`config.mk`:
```
export PLATFORM = sky130hd
export DESIGN_NAME = wdt_postscale_top
export DESIGN_NICKNAME = d
export VERILOG_FILES = /design/src/rtl/wdt_pkg.sv /design/src/rtl/wdt_base_timer.sv /design/src/rtl/wdt_shared_divider.sv /design/src/rtl/wdt_event_ctrl.sv /design/src/rtl/wdt_postscale_top.sv
export SDC_FILE = /design/constraint.sdc
export NUM_CORES = 1
export LEC_CHECK = 0
export ABC_AREA = 1
export BUFFER_PORTS_ARGS = -buffer_cell sky130_fd_sc_hd__buf_2
export CORE_MARGIN = 4
export CORE_UTILIZATION = 50
export CTS_CLUSTER_DIAMETER = 80
export DETAILED_ROUTE_END_ITERATION = 8
export GPL_TIMING_DRIVEN = 0
export HOLD_SLACK_MARGIN = 0.02
export PLACE_DENSITY_LB_ADDON = 0.25
export SYNTH_ARGS = -nofsm -noshare
export SYNTH_HDL_FRONTEND = slang
export SYNTH_HIERARCHICAL = 1
export SYNTH_SLANG_ARGS = --single-unit
```
`constraint.sdc`:
```
create_clock -name clk -period 4.9 [get_ports clk]
set_clock_uncertainty 0.2 [all_clocks]
set_input_delay 0.98 -clock clk [delete_from_list [all_inputs] [get_ports clk]]
set_output_delay 0.98 -clock clk [all_outputs]
set_load 0.02 [all_outputs]
```
`src/rtl/wdt_pkg.sv`:
```
package wdt_pkg;
  localparam int DIV_W = 8;
  localparam int PS_W  = 3;

  typedef enum logic {
    DIV_OWNER_TMR = 1'b0,
    DIV_OWNER_WDT = 1'b1
  } div_owner_e;

  function automatic logic [DIV_W-1:0] ratio_term(input logic [PS_W-1:0] sel);
    logic [DIV_W:0] one_hot;
    one_hot = (DIV_W+1)'(1) << sel;
    return DIV_W'(one_hot - (DIV_W+1)'(1));
  endfunction
endpackage

```
`src/rtl/wdt_base_timer.sv`:
```
module wdt_base_timer #(
  parameter int BASE_TICKS = 18
) (
  input  logic clk,
  input  logic rst_n,
  input  logic en,
  input  logic tick,
  input  logic restart,
  output logic base_ovf
);
  localparam int CW = (BASE_TICKS > 2) ? $clog2(BASE_TICKS) : 1;
  localparam logic [CW-1:0] LAST = CW'(BASE_TICKS - 1);

  logic [CW-1:0] cnt_q;
  logic          at_last;

  assign at_last  = (cnt_q == LAST);
  assign base_ovf = en && tick && !restart && at_last;

  always_ff @(posedge clk or negedge rst_n) begin
    if (!rst_n)                cnt_q <= '0;
    else if (!en || restart)   cnt_q <= '0;
    else if (tick)             cnt_q <= at_last ? '0 : cnt_q + CW'(1);
  end

  initial begin
    if (BASE_TICKS < 2) $error("BASE_TICKS must be at least 2");
  end


  base_in_range_chk: assert property (@(posedge clk) disable iff (!rst_n)
    cnt_q <= LAST);


  base_held_when_off_chk: assert property (@(posedge clk) disable iff (!rst_n)
    !en |=> (cnt_q == '0));
endmodule

```
`src/rtl/wdt_shared_divider.sv`:
```
module wdt_shared_divider
  import wdt_pkg::*;
(
  input  logic            clk,
  input  logic            rst_n,
  input  logic            tick,
  input  logic            owner_req,
  input  logic [PS_W-1:0] ratio_sel,
  input  logic            wdt_pulse,
  input  logic            tmr_pulse,
  input  logic            wdt_restart,
  input  logic            wdt_en,
  output logic            wdt_fire,
  output logic            tmr_fire,
  output logic            owner_wdt
);
  div_owner_e             owner_q;
  logic [DIV_W-1:0]       cnt_q;
  logic [DIV_W-1:0]       term;
  logic                   reassign;
  logic                   in_pulse;
  logic                   active;
  logic                   flush;
  logic                   fire;

  assign owner_wdt = (owner_q == DIV_OWNER_WDT);
  assign term      = ratio_term(ratio_sel);
  assign reassign  = tick && (owner_req != owner_wdt);
  assign in_pulse  = owner_wdt ? wdt_pulse : tmr_pulse;
  assign active    = owner_wdt ? wdt_en : 1'b1;
  assign flush     = reassign || (owner_wdt && (wdt_restart || !wdt_en));
  assign fire      = active && !flush &&
                     ((cnt_q > term) || (in_pulse && (cnt_q == term)));
  assign wdt_fire  = fire && owner_wdt;
  assign tmr_fire  = fire && !owner_wdt;

  always_ff @(posedge clk or negedge rst_n) begin
    if (!rst_n) begin
      owner_q <= DIV_OWNER_WDT;
      cnt_q   <= '0;
    end else begin
      if (reassign) owner_q <= owner_req ? DIV_OWNER_WDT : DIV_OWNER_TMR;
      if (flush || fire) cnt_q <= '0;
      else if (in_pulse) cnt_q <= cnt_q + DIV_W'(1);
    end
  end


  owner_moves_on_tick_chk: assert property (@(posedge clk) disable iff (!rst_n)
    (owner_q != $past(owner_q)) |-> $past(tick));


  reassign_empties_chk: assert property (@(posedge clk) disable iff (!rst_n)
    reassign |=> (cnt_q == '0));
endmodule

```
`src/rtl/wdt_event_ctrl.sv`:
```
module wdt_event_ctrl (
  input  logic clk,
  input  logic rst_n,
  input  logic timeout,
  input  logic clr,
  input  logic sleep,
  output logic rst_req,
  output logic wake_req,
  output logic no_tmo
);
  logic asleep_q;
  logic restart;
  logic tmo_ok;

  assign restart = clr || sleep;
  assign tmo_ok  = timeout && !restart;

  always_ff @(posedge clk or negedge rst_n) begin
    if (!rst_n) begin
      rst_req  <= 1'b0;
      wake_req <= 1'b0;
      no_tmo   <= 1'b1;
      asleep_q <= 1'b0;
    end else begin
      rst_req  <= tmo_ok && !asleep_q;
      wake_req <= tmo_ok && asleep_q;
      if (restart)     no_tmo <= 1'b1;
      else if (timeout) no_tmo <= 1'b0;
      if (sleep)                   asleep_q <= 1'b1;
      else if (tmo_ok && asleep_q) asleep_q <= 1'b0;
    end
  end


  req_exclusive_chk: assert property (@(posedge clk) disable iff (!rst_n)
    !(rst_req && wake_req));


  rst_single_chk: assert property (@(posedge clk) disable iff (!rst_n)
    rst_req |=> !rst_req);


  rst_flag_low_chk: assert property (@(posedge clk) disable iff (!rst_n)
    rst_req |-> !no_tmo);


  wake_from_sleep_chk: assert property (@(posedge clk) disable iff (!rst_n)
    wake_req |-> ($past(asleep_q) && !no_tmo && !asleep_q));
endmodule

```
`src/rtl/wdt_postscale_top.sv`:
```
module wdt_postscale_top
  import wdt_pkg::*;
#(
  parameter int BASE_TICKS = 18
) (
  input  logic            clk,
  input  logic            rst_n,
  input  logic            wdt_tick,
  input  logic            wdt_en,
  input  logic            clr_wdt,
  input  logic            sleep_cmd,
  input  logic            div_to_wdt,
  input  logic [PS_W-1:0] ratio_sel,
  input  logic            tmr_tick,
  output logic            rst_req,
  output logic            wake_req,
  output logic            no_tmo,
  output logic            tmr_inc
);
  logic restart;
  logic base_ovf;
  logic wdt_fire;
  logic tmr_fire;
  logic owner_wdt;
  logic timeout;

  assign restart = clr_wdt || sleep_cmd;

  wdt_base_timer #(.BASE_TICKS(BASE_TICKS)) u_base (
    .clk      (clk),
    .rst_n    (rst_n),
    .en       (wdt_en),
    .tick     (wdt_tick),
    .restart  (restart),
    .base_ovf (base_ovf)
  );

  wdt_shared_divider u_div (
    .clk         (clk),
    .rst_n       (rst_n),
    .tick        (wdt_tick),
    .owner_req   (div_to_wdt),
    .ratio_sel   (ratio_sel),
    .wdt_pulse   (base_ovf),
    .tmr_pulse   (tmr_tick),
    .wdt_restart (restart),
    .wdt_en      (wdt_en),
    .wdt_fire    (wdt_fire),
    .tmr_fire    (tmr_fire),
    .owner_wdt   (owner_wdt)
  );

  assign timeout = owner_wdt ? wdt_fire : base_ovf;

  wdt_event_ctrl u_evt (
    .clk      (clk),
    .rst_n    (rst_n),
    .timeout  (timeout),
    .clr      (clr_wdt),
    .sleep    (sleep_cmd),
    .rst_req  (rst_req),
    .wake_req (wake_req),
    .no_tmo   (no_tmo)
  );

  always_ff @(posedge clk or negedge rst_n) begin
    if (!rst_n) tmr_inc <= 1'b0;
    else        tmr_inc <= tmr_fire;
  end


  off_no_reset_chk: assert property (@(posedge clk) disable iff (!rst_n)
    !$past(wdt_en) |-> !rst_req);


  tmr_single_chk: assert property (@(posedge clk) disable iff (!rst_n)
    tmr_inc |-> $past(tmr_tick));
endmodule

```
**Word-level counts from Yosys, hierarchy flattened**

Index checks and enable logic that the tools add are counted.

- Bits in registers: 19
- Input bits: 11
- Word-level logic and storage cells: 56
- Output and inout port bits: 4

- Reduce and logical (&&, ||, !) cells: 27
- $add $sub $neg: 3
- Equality and inequality tests: 3
- Muxes and demuxes: 13
- Magnitude comparators: 1
- Shift-type cells: 1

Operator list:

| kind | count |
|---|---|
| 8-bit 2-to-1 mux | 2 |
| 5-bit 2-to-1 mux | 3 |
| 1-bit logical AND | 13 |
| 8-bit by 1-bit adder with 8-bit output (second input constant) | 1 |
| 8-bit == test | 1 |
| 8-bit greater-than comparator | 1 |
| 1-bit 2-to-1 mux | 8 |
| 2-bit nonzero test | 4 |
| 1-bit by 3-bit << shifter with 8-bit output (first input constant) | 1 |
| 8-bit by 1-bit subtractor with 8-bit output (second input constant) | 1 |
| 5-bit by 1-bit adder with 5-bit output (second input constant) | 1 |
| 5-bit == test (second input constant) | 1 |
| 1-bit zero test | 5 |
| 1-bit logical OR | 5 |
| 1-bit != test | 1 |

**Longest topological paths before layout**

Gate-level depths: netlist (run 1).

- Depth in word-level cells: 14
- Gate-level depth with buffers: 16
- Mapped depth without buffers: 16

**By module**

Netlist (run 1), hierarchy kept.

Modules (own cells, without submodules):

| module | area an instance (sq um) | instances | seq. area each (sq um) | cells each |
|---|---|---|---|---|
| wdt_shared_divider | 765.7 | 1 | 226.5 | 107 |
| wdt_base_timer | 312.8 | 1 | 125.1 | 38 |
| wdt_event_ctrl | 140.1 | 1 | 101.3 | 13 |
| wdt_postscale_top | 46.3 | 1 | 25.0 | 6 |

**Worst setup path before layout (run 1)**

Ideal clock, no wire load.

- Kind: input to register
- Start: input port sleep_cmd
- End: register u_evt.rst_req
- Setup time: 71 ps
- Buffers on the path: 0
- Setup slack: 2,290 ps
- Arrival time: 2,338 ps
- Data required time: 4,629 ps
- Cell stages on the path: 12
- Cells stage by stage: or2_1 > nor3_1 > nand2_1 > nand2_4 > nor2_1 > nor2_1 > nand2_2 > nor2_1 > nand2_1 > nand2_1 > nand2_1 > nor2_1

- Word-level cells in the longest chain between the ends: 12
- Elaborated cells on any way between the ends: 17
- Classes of those cells: mux (2); reduce/logical (15)

Ends and longest elaborated chain:

| element | RTL line | source |
|---|---|---|
| start: declaration | wdt_postscale_top.sv:11 | `input logic sleep_cmd,` |
| 1-bit logical OR | wdt_postscale_top.sv:27 | `assign restart = clr_wdt \|\| sleep_cmd;` |
| 1-bit zero test | wdt_base_timer.sv:18 | `assign base_ovf = en && tick && !restart && at_last;` |
| 1-bit logical AND (2 in series) | wdt_base_timer.sv:18 |  |
| via base_ovf | wdt_postscale_top.sv:21 | `logic base_ovf;` |
| 1-bit 2-to-1 mux | wdt_shared_divider.sv:29 | `assign in_pulse = owner_wdt ? wdt_pulse : tmr_pulse;` |
| 1-bit logical AND | wdt_shared_divider.sv:33 | `((cnt_q > term) \|\| (in_pulse && (cnt_q == term)));` |
| 1-bit logical OR | wdt_shared_divider.sv:33 |  |
| 1-bit logical AND | wdt_shared_divider.sv:32 | `assign fire = active && !flush &&` |
| 1-bit logical AND | wdt_shared_divider.sv:34 | `assign wdt_fire = fire && owner_wdt;` |
| via wdt_fire | wdt_postscale_top.sv:22 | `logic wdt_fire;` |
| 1-bit 2-to-1 mux | wdt_postscale_top.sv:53 | `assign timeout = owner_wdt ? wdt_fire : base_ovf;` |
| via timeout | wdt_postscale_top.sv:25 | `logic timeout;` |
| 1-bit logical AND | wdt_event_ctrl.sv:16 | `assign tmo_ok = timeout && !restart;` |
| 1-bit logical AND | wdt_event_ctrl.sv:25 | `rst_req <= tmo_ok && !asleep_q;` |
| end signal: assignment | wdt_event_ctrl.sv:25 |  |
| end: declaration | wdt_event_ctrl.sv:7 | `output logic rst_req,` |

The timed path passes the listed nets, and every way through them passes these cells.
A chain may end at the register's enable or synchronous reset.

**Worst setup path in the final report (run 1)**

- Start: input port sleep_cmd
- End: register u_evt.wake_req

- Word-level cells in the longest chain between the ends: 12
- Elaborated cells on any way between the ends: 17
- Classes of those cells: mux (2); reduce/logical (15)

Ends and longest elaborated chain:

| element | RTL line | source |
|---|---|---|
| 1-bit logical OR | wdt_postscale_top.sv:27 |  |
| via restart | wdt_postscale_top.sv:20 | `logic restart;` |
| 1-bit zero test | wdt_base_timer.sv:18 |  |
| 1-bit logical AND (2 in series) | wdt_base_timer.sv:18 |  |
| via base_ovf | wdt_postscale_top.sv:21 |  |
| 1-bit 2-to-1 mux | wdt_shared_divider.sv:29 |  |
| 1-bit logical AND | wdt_shared_divider.sv:33 |  |
| 1-bit logical OR | wdt_shared_divider.sv:33 |  |
| 1-bit logical AND | wdt_shared_divider.sv:32 |  |
| 1-bit logical AND | wdt_shared_divider.sv:34 |  |
| via wdt_fire | wdt_postscale_top.sv:22 |  |
| 1-bit 2-to-1 mux | wdt_postscale_top.sv:53 |  |
| via timeout | wdt_postscale_top.sv:25 |  |
| 1-bit logical AND | wdt_event_ctrl.sv:16 |  |
| 1-bit logical AND | wdt_event_ctrl.sv:26 | `wake_req <= tmo_ok && asleep_q;` |
| end signal: assignment | wdt_event_ctrl.sv:26 |  |
| end: declaration | wdt_event_ctrl.sv:8 | `output logic wake_req,` |

The timed path passes the listed nets, and every way through them passes these cells.

==> results of run 1 <==
[worst register-to-register path, stage by stage (launching register included)]
cell,delay [ns]
sky130_fd_sc_hd__dfrtp_1,0.42
sky130_fd_sc_hd__inv_1,0.07
sky130_fd_sc_hd__ha_1,0.13
sky130_fd_sc_hd__nand2_1,0.05
sky130_fd_sc_hd__inv_1,0.07
sky130_fd_sc_hd__nand2_2,0.08
sky130_fd_sc_hd__nor3_1,0.22
sky130_fd_sc_hd__nand2_1,0.13
sky130_fd_sc_hd__nand2_4,0.13
sky130_fd_sc_hd__nor2_1,0.07
sky130_fd_sc_hd__nor2_1,0.12
sky130_fd_sc_hd__nand2_2,0.09
sky130_fd_sc_hd__nor2_1,0.09
sky130_fd_sc_hd__nand2_1,0.05
sky130_fd_sc_hd__nand2_1,0.11
sky130_fd_sc_hd__nand2_1,0.08
sky130_fd_sc_hd__nor2_1,0.10
[cells in the mapped netlist]
| master | n | share of area |
|---|---|---|
| sky130_fd_sc_hd__nand2_2 | 3 | 0.015 |
| sky130_fd_sc_hd__nand2_4 | 2 | 0.018 |
| sky130_fd_sc_hd__nor3_1 | 1 | 0.0040 |
| sky130_fd_sc_hd__a21oi_1 | 5 | 0.020 |
| sky130_fd_sc_hd__xnor2_1 | 2 | 0.014 |
| sky130_fd_sc_hd__nand2_1 | 42 | 0.12 |
| sky130_fd_sc_hd__or2_0 | 1 | 0.0049 |
| sky130_fd_sc_hd__nand3_1 | 7 | 0.028 |
| sky130_fd_sc_hd__inv_1 | 21 | 0.062 |
| sky130_fd_sc_hd__o21bai_1 | 1 | 0.0059 |
| sky130_fd_sc_hd__a21oi_2 | 1 | 0.0069 |
| sky130_fd_sc_hd__nor2_2 | 2 | 0.0099 |
| sky130_fd_sc_hd__a21o_1 | 1 | 0.0059 |
| sky130_fd_sc_hd__mux2_2 | 1 | 0.0089 |
| sky130_fd_sc_hd__xor2_1 | 2 | 0.014 |
| sky130_fd_sc_hd__ha_1 | 11 | 0.11 |
| sky130_fd_sc_hd__nor2_4 | 2 | 0.018 |
| sky130_fd_sc_hd__o21ai_0 | 4 | 0.016 |
| sky130_fd_sc_hd__conb_1 | 1 | 0.0030 |
| sky130_fd_sc_hd__or2_1 | 1 | 0.0049 |
| sky130_fd_sc_hd__nand4_1 | 2 | 0.0099 |
| sky130_fd_sc_hd__dfstp_2 | 2 | 0.042 |
| sky130_fd_sc_hd__nand3_2 | 2 | 0.016 |
| sky130_fd_sc_hd__nor3b_4 | 1 | 0.015 |
| sky130_fd_sc_hd__o21ai_1 | 4 | 0.016 |
| sky130_fd_sc_hd__dfrtp_1 | 17 | 0.34 |
| sky130_fd_sc_hd__nor2_1 | 25 | 0.074 |
[power by group through the flow]
stage | Sequential, mW | Combinational, mW | Clock, mW
floorplan | 0.166 | 0.0259 | 0
global placement | 0.166 | 0.0385 | 0
detailed placement | 0.166 | 0.0408 | 0
CTS | 0.163 | 0.0414 | 0.0808
global route | 0.164 | 0.0475 | 0.0891
finish | 0.163 | 0.0409 | 0.0762
[flip-flops by register name (all words and copies together), names as in the netlist]
register and cells:
u_evt/rst_req 1, u_evt/no_tmo 1, u_evt/asleep_q 1, tmr_inc 1, u_evt/wake_req 1, u_div/cnt_q 8
u_div/owner_wdt 1, u_base/cnt_q 5
[cell type report]
type / count / area share
clock buffer: 4 / 0.0188
inverter: 21 / 0.0565
multi-input combinational: 124 / 0.507
sequential: 19 / 0.342
tap: 28 / 0.0251
timing repair buffer: 14 / 0.0502
[per-layer routing]
| layer | track usage | up-vias | share of wire |
|---|---|---|---|
| li1 | - | 557 | - |
| met3 | 0.0197 | 2 | 0.039 |
| met2 | 0.308 | 24 | 0.53 |
| met1 | 0.171 | 496 | 0.43 |
| met4 | 0.0762 | 0 | 0.0049 |
| met5 | 0 | - | 0 |
[how the worst min path moves through the flow]
stage	depth (start not counted)	end	slack (ns)
after detailed placement	1	u_evt/rst_req	0.25
after CTS	1	u_evt/rst_req	0.26
final	1	u_evt/rst_req	0.26
after floorplan	1	u_evt/rst_req	0.22
after global routing	1	u_evt/rst_req	0.27
after global placement	1	u_evt/rst_req	0.24
[per-stage QoR]
stage,hold slack (ns),total power [mW],area (um2),std cells,setup WS [ns]
floorplan,0.223,0.191,1260,164,2.29
global placement,0.237,0.204,1370,206,2.04
detailed placement,0.246,0.207,1370,206,1.97
CTS,0.258,0.285,1400,210,2.27
global route,0.272,0.301,1400,210,2.09
finish,0.258,0.280,1400,210,2.27
[kinds of logic (layout without fill, tap and decap cells)]
logic type | after synthesis | in the layout
flip-flops | 19 | 19
AND/OR/NAND/NOR | 91 | 91
XOR/XNOR | 4 | 4
adder cells (fa/ha/maj) | 11 | 11
AO/OA/AOI/OAI | 16 | 16
other | 1 | 1
multiplexers | 1 | 1
buffers and inverters | 21 | 39
==> impl_summary.txt, run 1 <==
----------------------------------------------------
[Floorplan]
  Y dimension of the die ... a little under 60 um
  Number of top-level design ports ... 15
  Width of the die ... between 50 and 60 um
  Die area ... around 3400 um2
  Initial core utilization ... 0.546
  Placement row count ... 17
  Core region area ... 2320 um2

[Setup path]
  Reg-to-Reg End ... u_evt/wake_req
  Minimum setup slack among reg-to-reg paths ... 2.62 ns
  CP top delay family ... simple AND/OR/NAND/NOR gates
  Worst setup path endpoint ... u_evt/wake_req
  Reg-to-reg startpoint ... u_base/cnt_q[1]
  Critical path origin ... sleep_cmd
  Worst Reg2Reg Path Length in Cells ... 16
  Buffering stage count on the worst path with inverters included ... 1
  Ordered list of cells on the worst path ... buf_2 > or2_1 > nor3_1 > nand2_1 > nand2_4 > nor2_1 > nor2_1 > nand2_2 > nor2_1 > nand2_1 > nand2_1 > nand2_1 > nor2_1
  Delay of the slowest cell on the worst path ... about 0.3 ns
  Required @ worst endpoint ... 4.92 ns
  Critical path arrival ... 2.65 ns
  Crit. End Element ... register
  Sort of element at the start of the critical path ... input pin
  Slowest CP cell ... sky130_fd_sc_hd__or2_1
  Type of the setup path with the least slack ... in -> reg
  Maximum net fanout on the critical path ... 7
  Worst path depth ... 13

[CTS]
  Number of CTS-inserted buffers ... 3
  Level count of the clock H-tree ... 1
  Max Root-Sink Buffers ... 2
  Buffers inserted by post-CTS timing repair ... 0
  Clock tree from TritonCTS ... yes
  Clock transition at the register clock pins on the worst setup and hold paths after CTS ... roughly 0.090 ns
  Cts-stage hold buffer count ... 0
  Worst-skew pair later-pin latency ... approximately 0.29 ns
  Root Buffer ... sky130_fd_sc_hd__clkbuf_4
  Post-CTS sizing ... 0
  Total clock sinks ... 19

[Hold path]
  Path type of the worst min-delay path ... reg -> reg
  Hold Startpoint ... u_evt/asleep_q

[Timing]
  Unrepaired setup endpoints after global routing ... no
  Maximum clock rate ... ~380 MHz
  Minimum clock period ... about 2.6 ns
  Fin. max-slew vios ... 0
  Fraction of the cycle the final worst path needs ... 0.538
  Final-report setup violation count ... 0
  Post-Route Setup TNS ... 0 ns
  Total count of hold-check failures in the final report ... 0

[Yosys]
  Share of synthesized area spent on multiplexers ... 0.00890
  Number of synthesized register bits ... 19
  Syn_area_per_cell ... between 7 and 8 um2
  YS warnings ... 6
  Total nets after synthesis ... between 150 and 200
  Fraction of the mapped netlist area in simple logic gates ... 0.341
  Post-synthesis instance total ... between 150 and 200
  Synth Area in Compound Gates ... 0.0702
  Part of the Yosys area used for sequential elements ... 0.378
  Netlist area before placement ... about 1300 um2
  Combinational family with the most area after synthesis ... simple AND/OR/NAND/NOR gates
  Synth cell types ... 27
  XOR/XNOR Fraction of Synth Area ... 0.0277
  Post-synthesis adder-cell area fraction ... 0.109

[Route]
  Detailed Route WL ... between 2 and 2.5 mm
  Routed via count ... approximately 1,100
  Wire length per cell ... around 12 um
  Drt via density ... slightly above 5
  Residual antenna-violating net count after detailed routing ... 0
  Number of iterations in the first detailed-routing pass ... 4
  Drt first-iter violations ... 65
  Number of DRC violations after detailed routing ... 0

[Place]
  Post-DP HPWL ... between 1.5 and 2 mm
  Buffers added on ports ... 14
  Final weighted congestion in routability-driven placement ... between 0.7 and 0.8

[Cells and area]
  Commonest cells after routing, fill and taps aside ... sky130_fd_sc_hd__nand2_1, sky130_fd_sc_hd__nor2_1, sky130_fd_sc_hd__inv_1
  Area Overhead vs Synth ... 10.4%
  Post-Route Utilization ... 0.602
  Commonest non-fill, non-tap cell in the layout ... sky130_fd_sc_hd__nand2_1
  Area occupied by multi-input gates ... around 700 um2
  Proportion of layout cells with a drive suffix above 1 ... 0.181
  Filler Cells Inserted ... 211
  Diode count ... 0
  Nets ... between 200 and 250
  Storage cell area ... 478 um2

[Pwr]
  Leak pwr ... 0.723 nW
  P_sw ... between 70 and 80 uW
  Share of power burned in the clock network ... 0.272
  Fraction of power consumed by combinational cells ... 0.146
  Reg power frac ... 0.582
  Power density over the cells ... approximately 200 nW/um2
  Internal power component ... 206 uW
  Sw Ratio ... 0.263
  Worst-case vdd ir drop ... 0.000157 V

[Global routing]
  Number of global-route vias before repair ... around 1,100
  Total track usage ... 0.160
  Pin count of the biggest net entering global routing ... 20
  Initial antenna violation count ... 0
  First-pass GRT wire length ... around 4.2 mm
  Remaining global-route overflow ... 0

[Job]
  Max-cap check violation count ... 0

[Outcome]
  Run status ... complete, no violations

----------------------------------------------------
(Power assumes the default switching activity.)
==> run 2: changes to the inputs <==
clock period = 2.4 ns   (was 4.9 ns; I/O delays follow)
==> impl_summary.txt, run 2 (synthesized netlist as in run 1, its figures left out) <==
----------------------------------------------------
[Outcome]
  Run status ... complete, no violations

[Cells and area]
  Commonest non-fill, non-tap cell in the layout ... sky130_fd_sc_hd__nand2_1
  Commonest cells after routing, fill and taps aside ... sky130_fd_sc_hd__nand2_1, sky130_fd_sc_hd__nor2_1, sky130_fd_sc_hd__inv_1
  Post-Route Utilization ... 0.618 (+0.0162)
  Proportion of layout cells with a drive suffix above 1 ... 0.199 (+0.0176)
  Number of flip-flops under the largest register name ... 8 (unchanged)
  Area Overhead vs Synth ... 13.4%
  Filler Cells Inserted ... 202 (-4.3%)
  Nets ... 209 (+2.0%)
  Finished Layout Cells ... 214 (+1.9%)
  Largest Register ... u_div/cnt_q
  Biggest regs ... u_div/cnt_q: 8 flops, u_base/cnt_q: 5 flops
  Diode count ... 0 (unchanged)

[CTS]
  Clock tree from TritonCTS ... yes
  Root Buffer ... sky130_fd_sc_hd__clkbuf_4
  Number of CTS-inserted buffers ... 3 (unchanged)
  Max Root-Sink Buffers ... 2 (unchanged)
  Clock transition at the register clock pins on the worst setup and hold paths after CTS ... 0.11 ns (+0.02 ns)
  Level count of the clock H-tree ... 1 (unchanged)
  Worst-skew pair later-pin latency ... 0.29 ns (about the same)
  Total clock sinks ... 19 (unchanged)

[Floorplan]
  Core region area ... 2320 um2 (unchanged)
  Initial core utilization ... 0.546 (unchanged)
  Width of the die ... 58.3 um (unchanged)
  Y dimension of the die ... 58.3 um (unchanged)
  Placement row count ... 17 (unchanged)
  Die area ... 3400 um2 (unchanged)
  Number of top-level design ports ... 15 (unchanged)

[Place]
  Pre-CTS WS ... -0.0349 ns (-2.00 ns)
  Number of placed instances, taps included ... 206 (unchanged)
  Final weighted congestion in routability-driven placement ... 0.794 (unchanged)
  Buffers added on ports ... 14 (unchanged)
  Post-DP HPWL ... 1.90 mm (unchanged)

[Route]
  Routed via count ... 1,096 (+1.6%)
  Number of iterations in the first detailed-routing pass ... 4 (unchanged)
  Wire length per cell ... 11.6 um (+0.10%)
  Detailed Route WL ... 2.49 mm (+2.0%)
  Number of DRC violations after detailed routing ... 0 (unchanged)
  Residual antenna-violating net count after detailed routing ... 0 (unchanged)
  Drt via density ... 5.12 (-0.32%)
  Drt first-iter violations ... 55 (-15%)

[Global routing]
  Remaining global-route overflow ... 0 (unchanged)
  Number of global-route vias before repair ... 1,071 (unchanged)
  Pin count of the biggest net entering global routing ... 20 (unchanged)
  First-pass GRT wire length ... 4.20 mm (unchanged)
  Initial antenna violation count ... 0 (unchanged)
  Total track usage ... 0.160 (unchanged)

[Setup path]
  Type of the setup path with the least slack ... reg -> reg
  CP top delay family ... simple AND/OR/NAND/NOR gates
  Maximum net fanout on the critical path ... 7 (unchanged)
  Ordered list of cells on the worst path ... inv_1 > ha_1 > nand2_1 > inv_1 > nand2_2 > nor3_2 > nand2_1 > nand2_4 > nor2_1 > nor2_1 > nand2_2 > nor2_1 > nand2_1 > nand2_1 > nand2_1 > nor2_1
  Sort of element at the start of the critical path ... register
  Required @ worst endpoint ... 2.42 ns (-2.50 ns)
  Critical path arrival ... 2.19 ns (-0.46 ns)
  CP dominant cell by count ... sky130_fd_sc_hd__nand2_1
  Buffering stage count on the worst path with inverters included ... 2 (+1)
  Slowest CP cell ... sky130_fd_sc_hd__dfrtp_1
  Delay of the slowest cell on the worst path ... 0.41 ns (+0.11 ns)
  Crit. End Element ... register

[Pwr]
  Leak pwr ... 0.744 nW (+2.9%)
  Total power after layout ... 575 uW (+110%)
  Worst-case vdd ir drop ... 0.000314 V (+100%)
  Power density over the cells ... 401 nW/um2 (+100%)

[Timing]
  Final-report setup violation count ... 0 (unchanged)
  Total count of hold-check failures in the final report ... 0 (unchanged)
  Maximum clock rate ... 460 MHz
  Setup slack after layout ... 0.227 ns (-2.04 ns)
  Fraction of the cycle the final worst path needs ... 0.905
  Minimum clock period ... ~2.2 ns
  Fin. max-slew vios ... 0 (unchanged)
  Post-Route Setup TNS ... 0 ns (unchanged)

[Job]
  Max-cap check violation count ... 0 (unchanged)

[Hold path]
  Path type of the worst min-delay path ... in -> reg

----------------------------------------------------
run 2: worst paths after layout:
| path | start | to | slack, ns | cells past startpoint |
|---|---|---|---|---|
| max | u_base/cnt_q[1] | u_evt/wake_req | 0.23 | 16 |
| min reg2reg | u_evt/asleep_q | u_evt/rst_req | 0.26 | 1 |
| min | clr_wdt | u_evt/no_tmo | 0.24 | 3 |
| max in group asynchronous | rst_n | u_div/owner_wdt | 1.21 | 2 |
| max reg2reg | u_base/cnt_q[1] | u_evt/wake_req | 0.23 | 16 |
| min in group asynchronous | rst_n | u_base/cnt_q[0] | 0.44 | 2 |
run 2: layer usage:
layer	GRT usage	vias to the layer above	wire length, um
met5	0	-	0
met4	0.0762	0	19
met3	0.0197	4	90
met2	0.308	26	1310
met1	0.171	503	1060
li1	-	563	-
run 2: worst reg2reg max path, stage by stage, from the launching register on:
cell,delay (ns)
sky130_fd_sc_hd__dfrtp_1,0.41
sky130_fd_sc_hd__inv_1,0.07
sky130_fd_sc_hd__ha_1,0.14
sky130_fd_sc_hd__nand2_1,0.05
sky130_fd_sc_hd__inv_1,0.07
sky130_fd_sc_hd__nand2_2,0.08
sky130_fd_sc_hd__nor3_2,0.14
sky130_fd_sc_hd__nand2_1,0.11
sky130_fd_sc_hd__nand2_4,0.13
sky130_fd_sc_hd__nor2_1,0.07
sky130_fd_sc_hd__nor2_1,0.12
sky130_fd_sc_hd__nand2_2,0.10
sky130_fd_sc_hd__nor2_1,0.09
sky130_fd_sc_hd__nand2_1,0.05
sky130_fd_sc_hd__nand2_1,0.11
sky130_fd_sc_hd__nand2_1,0.08
sky130_fd_sc_hd__nor2_1,0.10
run 2: area by class of cell:
cell class / instances / area (um2) / area share
tap: 28 / 35.0 / 0.0244
timing repair buffer: 18 / 103 / 0.0716
inverter: 21 / 78.8 / 0.0550
sequential: 19 / 478 / 0.333
clock buffer: 4 / 26.3 / 0.0183
multi-input combinational: 124 / 713 / 0.497
run 2: through the flow:
stage               area (um2)  hold WS (ns)
floorplan                 1260       -0.0156
global placement          1370         0.234
detailed placement        1370         0.241
CTS                       1410         0.209
global route              1430         0.228
finish                    1430         0.239
run 2: where the power goes:
part	internal (mW)	total, mW	switching, mW
combinational	0.0322	0.0868	0.0546
clock	0.0646	0.156	0.0911
sequential	0.327	0.333	0.00556
total	0.424	0.575	0.151
run 2: timing repair:
item / in CTS / in global routing
setup buffers: 0 / 3
hold buffers: 1 / 0
hold endpoints to repair: 17 / 0
setup endpoints to repair: 0 / 4
gates resized for setup: 0 / 1
==> run 3: changes to the inputs <==
CTS_BUF_LIST = sky130_fd_sc_hd__clkbuf_4 sky130_fd_sc_hd__clkbuf_8 sky130_fd_sc_hd__clkbuf_16   (was unset)
==> impl_summary.txt, run 3 (synthesized netlist as in run 1, its figures left out) <==
----------------------------------------------------
[Pwr]
  Power density over the cells ... 408 nW/um2 (+1.7%)
  Worst-case vdd ir drop ... 0.000335 V (+6.6%)
  Leak pwr ... 0.747 nW (+0.46%)
  Total power after layout ... 587 uW (+2.0%)

[Place]
  Final weighted congestion in routability-driven placement ... 0.794 (unchanged)
  Pre-CTS WS ... -0.0349 ns (unchanged)
  Post-DP HPWL ... 1.90 mm (unchanged)
  Buffers added on ports ... 14 (unchanged)
  Number of placed instances, taps included ... 206 (unchanged)

[Route]
  Detail Route met2 WL ... 1.30 mm (-1.1%)
  Number of iterations in the first detailed-routing pass ... 4 (unchanged)
  Max Used Layer ... met4
  Routed via count ... 1,115 (+1.7%)
  Number of DRC violations after detailed routing ... 0 (unchanged)
  Wire length per cell ... 11.5 um (-0.88%)
  Residual antenna-violating net count after detailed routing ... 0 (unchanged)
  Drt via density ... 5.21 (+1.7%)
  M1 wire length ... 1.02 mm (-4.3%)
  Routed length on met3 ... 106 um (+18%)
  Drt first-iter violations ... 47 (-15%)
  Detailed Route WL ... 2.46 mm (-0.88%)

[Timing]
  Minimum clock period ... 2.17 ns (+0.00170 ns)
  Total count of hold-check failures in the final report ... 0 (unchanged)
  Post-Route Setup TNS ... 0 ns (unchanged)
  Maximum clock rate ... 460 MHz (about the same)
  Fraction of the cycle the final worst path needs ... 0.906 (about the same)
  Setup slack after layout ... 0.225 ns (-0.00170 ns)
  Final-report setup violation count ... 0 (unchanged)
  Fin. max-slew vios ... 0 (unchanged)

[Floorplan]
  Placement row count ... 17 (unchanged)
  Number of top-level design ports ... 15 (unchanged)
  Y dimension of the die ... 58.3 um (unchanged)
  Die area ... 3400 um2 (unchanged)
  Core region area ... 2320 um2 (unchanged)
  Width of the die ... 58.3 um (unchanged)
  Initial core utilization ... 0.546 (unchanged)

[Cells and area]
  Number of flip-flops under the largest register name ... 8 (unchanged)
  Proportion of layout cells with a drive suffix above 1 ... 0.204 (+0.00538)
  Largest Register ... u_div/cnt_q
  Diode count ... 0 (unchanged)
  Biggest regs ... u_div/cnt_q: 8 flops, u_base/cnt_q: 5 flops
  Area occupied by multi-input gates ... 713 um2 (unchanged)
  Storage cell area ... 478 um2 (unchanged)
  Filler Cells Inserted ... 200 (-0.99%)
  Commonest cells after routing, fill and taps aside ... sky130_fd_sc_hd__nand2_1, sky130_fd_sc_hd__nor2_1, sky130_fd_sc_hd__inv_1
  Finished Layout Cells ... 214 (unchanged)
  Post-Route Utilization ... 0.620 (+0.00162)
  Nets ... 209 (unchanged)
  Commonest non-fill, non-tap cell in the layout ... sky130_fd_sc_hd__nand2_1
  Area Overhead vs Synth ... 13.6%

[Setup path]
  Crit. End Element ... register
  Sort of element at the start of the critical path ... register
  Type of the setup path with the least slack ... reg -> reg
  Maximum net fanout on the critical path ... 7 (unchanged)
  Reg-to-Reg End ... u_evt/wake_req
  Required @ worst endpoint ... 2.42 ns (about the same)
  Reg-to-reg startpoint ... u_base/cnt_q[1]
  Critical path arrival ... 2.20 ns (about the same)
  Worst Reg2Reg Path Length in Cells ... 16 (unchanged)
  Minimum setup slack among reg-to-reg paths ... 0.23 ns (about the same)

[CTS]
  Worst-skew pair later-pin latency ... 0.30 ns (about the same)
  Level count of the clock H-tree ... 1 (unchanged)
  Root Buffer ... sky130_fd_sc_hd__clkbuf_4
  Number of CTS-inserted buffers ... 3 (unchanged)
  Total clock sinks ... 19 (unchanged)
  Clock transition at the register clock pins on the worst setup and hold paths after CTS ... 0.11 ns (about the same)
  Clock tree from TritonCTS ... yes
  Max Root-Sink Buffers ... 2 (unchanged)

[Hold path]
  Endpoint with the worst hold slack ... u_div/owner_wdt
  Hold Startpoint ... div_to_wdt
  Worst hold path stage count ... 3 (unchanged)
  Path type of the worst min-delay path ... in -> reg

[Global routing]
  Number of global-route vias before repair ... 1,071 (unchanged)
  Pin count of the biggest net entering global routing ... 20 (unchanged)
  First-pass GRT wire length ... 4.20 mm (unchanged)
  Remaining global-route overflow ... 0 (unchanged)
  Initial antenna violation count ... 0 (unchanged)
  Total track usage ... 0.160 (unchanged)

[Outcome]
  Run status ... complete, no violations

[Job]
  Max-cap check violation count ... 0 (unchanged)

----------------------------------------------------
[run 3: changes by cell type in the layout (fill, tap and decap cells not counted)]
cell	before	now
sky130_fd_sc_hd__clkbuf_1	1	0
sky130_fd_sc_hd__clkbuf_4	3	4
[run 3: cell type report]
cell class | count | area share
clock buffer | 4 | 0.0209
sequential | 19 | 0.332
tap | 28 | 0.0244
timing repair buffer | 18 | 0.0714
inverter | 21 | 0.0548
multi-input combinational | 124 | 0.496
[run 3: how the worst max path moves through the flow]
stage / startpoint / end / slack [ns] / cells after the start
5_1_grt: u_base/cnt_q[1] / u_evt/wake_req / -0.02 / 16
3_5_place_dp: sleep_cmd / u_evt/wake_req / -0.03 / 13
2_1_floorplan: sleep_cmd / u_evt/rst_req / 0.29 / 12
6_report: u_base/cnt_q[1] / u_evt/wake_req / 0.23 / 16
3_3_place_gp: sleep_cmd / u_evt/wake_req / 0.04 / 13
4_1_cts: u_base/cnt_q[1] / u_evt/wake_req / 0.13 / 16
[run 3: per-stage QoR]
stage | cell area (um2) | hold WS [ns]
after global placement | 1370 | 0.234
after CTS | 1410 | 0.206
after global routing | 1440 | 0.230
final | 1440 | 0.222
after floorplan | 1260 | -0.0156
after detailed placement | 1370 | 0.241
[run 3: metal layers]
layer  global-route usage  vias to the layer above
met5                    0                        -
li1                     -                      561
met2                0.308                       40
met3               0.0197                        8
met1                0.171                      506
met4               0.0762                        0
[run 3: power breakdown]
group	internal (mW)	switching [mW]	total [mW]
registers	0.327	0.00552	0.333
clock network	0.0759	0.0921	0.168
logic	0.0322	0.0538	0.0860
[run 3: what timing repair did]
item / in CTS / in global routing
setup endpoints to repair: 0 / 4
hold buffers: 1 / 0
resized for setup: 0 / 1
setup buffers: 0 / 3
endpoints found under the hold margin: 17 / 0
[run 3: critical path, stage by stage (launching register included)]
cell,delay (ns)
sky130_fd_sc_hd__dfrtp_1,0.41
sky130_fd_sc_hd__inv_1,0.07
sky130_fd_sc_hd__ha_1,0.14
sky130_fd_sc_hd__nand2_1,0.05
sky130_fd_sc_hd__inv_1,0.07
sky130_fd_sc_hd__nand2_2,0.08
sky130_fd_sc_hd__nor3_2,0.14
sky130_fd_sc_hd__nand2_1,0.11
sky130_fd_sc_hd__nand2_4,0.13
sky130_fd_sc_hd__nor2_1,0.07
sky130_fd_sc_hd__nor2_1,0.12
sky130_fd_sc_hd__nand2_2,0.10
sky130_fd_sc_hd__nor2_1,0.09
sky130_fd_sc_hd__nand2_1,0.05
sky130_fd_sc_hd__nand2_1,0.11
sky130_fd_sc_hd__nand2_1,0.08
sky130_fd_sc_hd__nor2_1,0.09
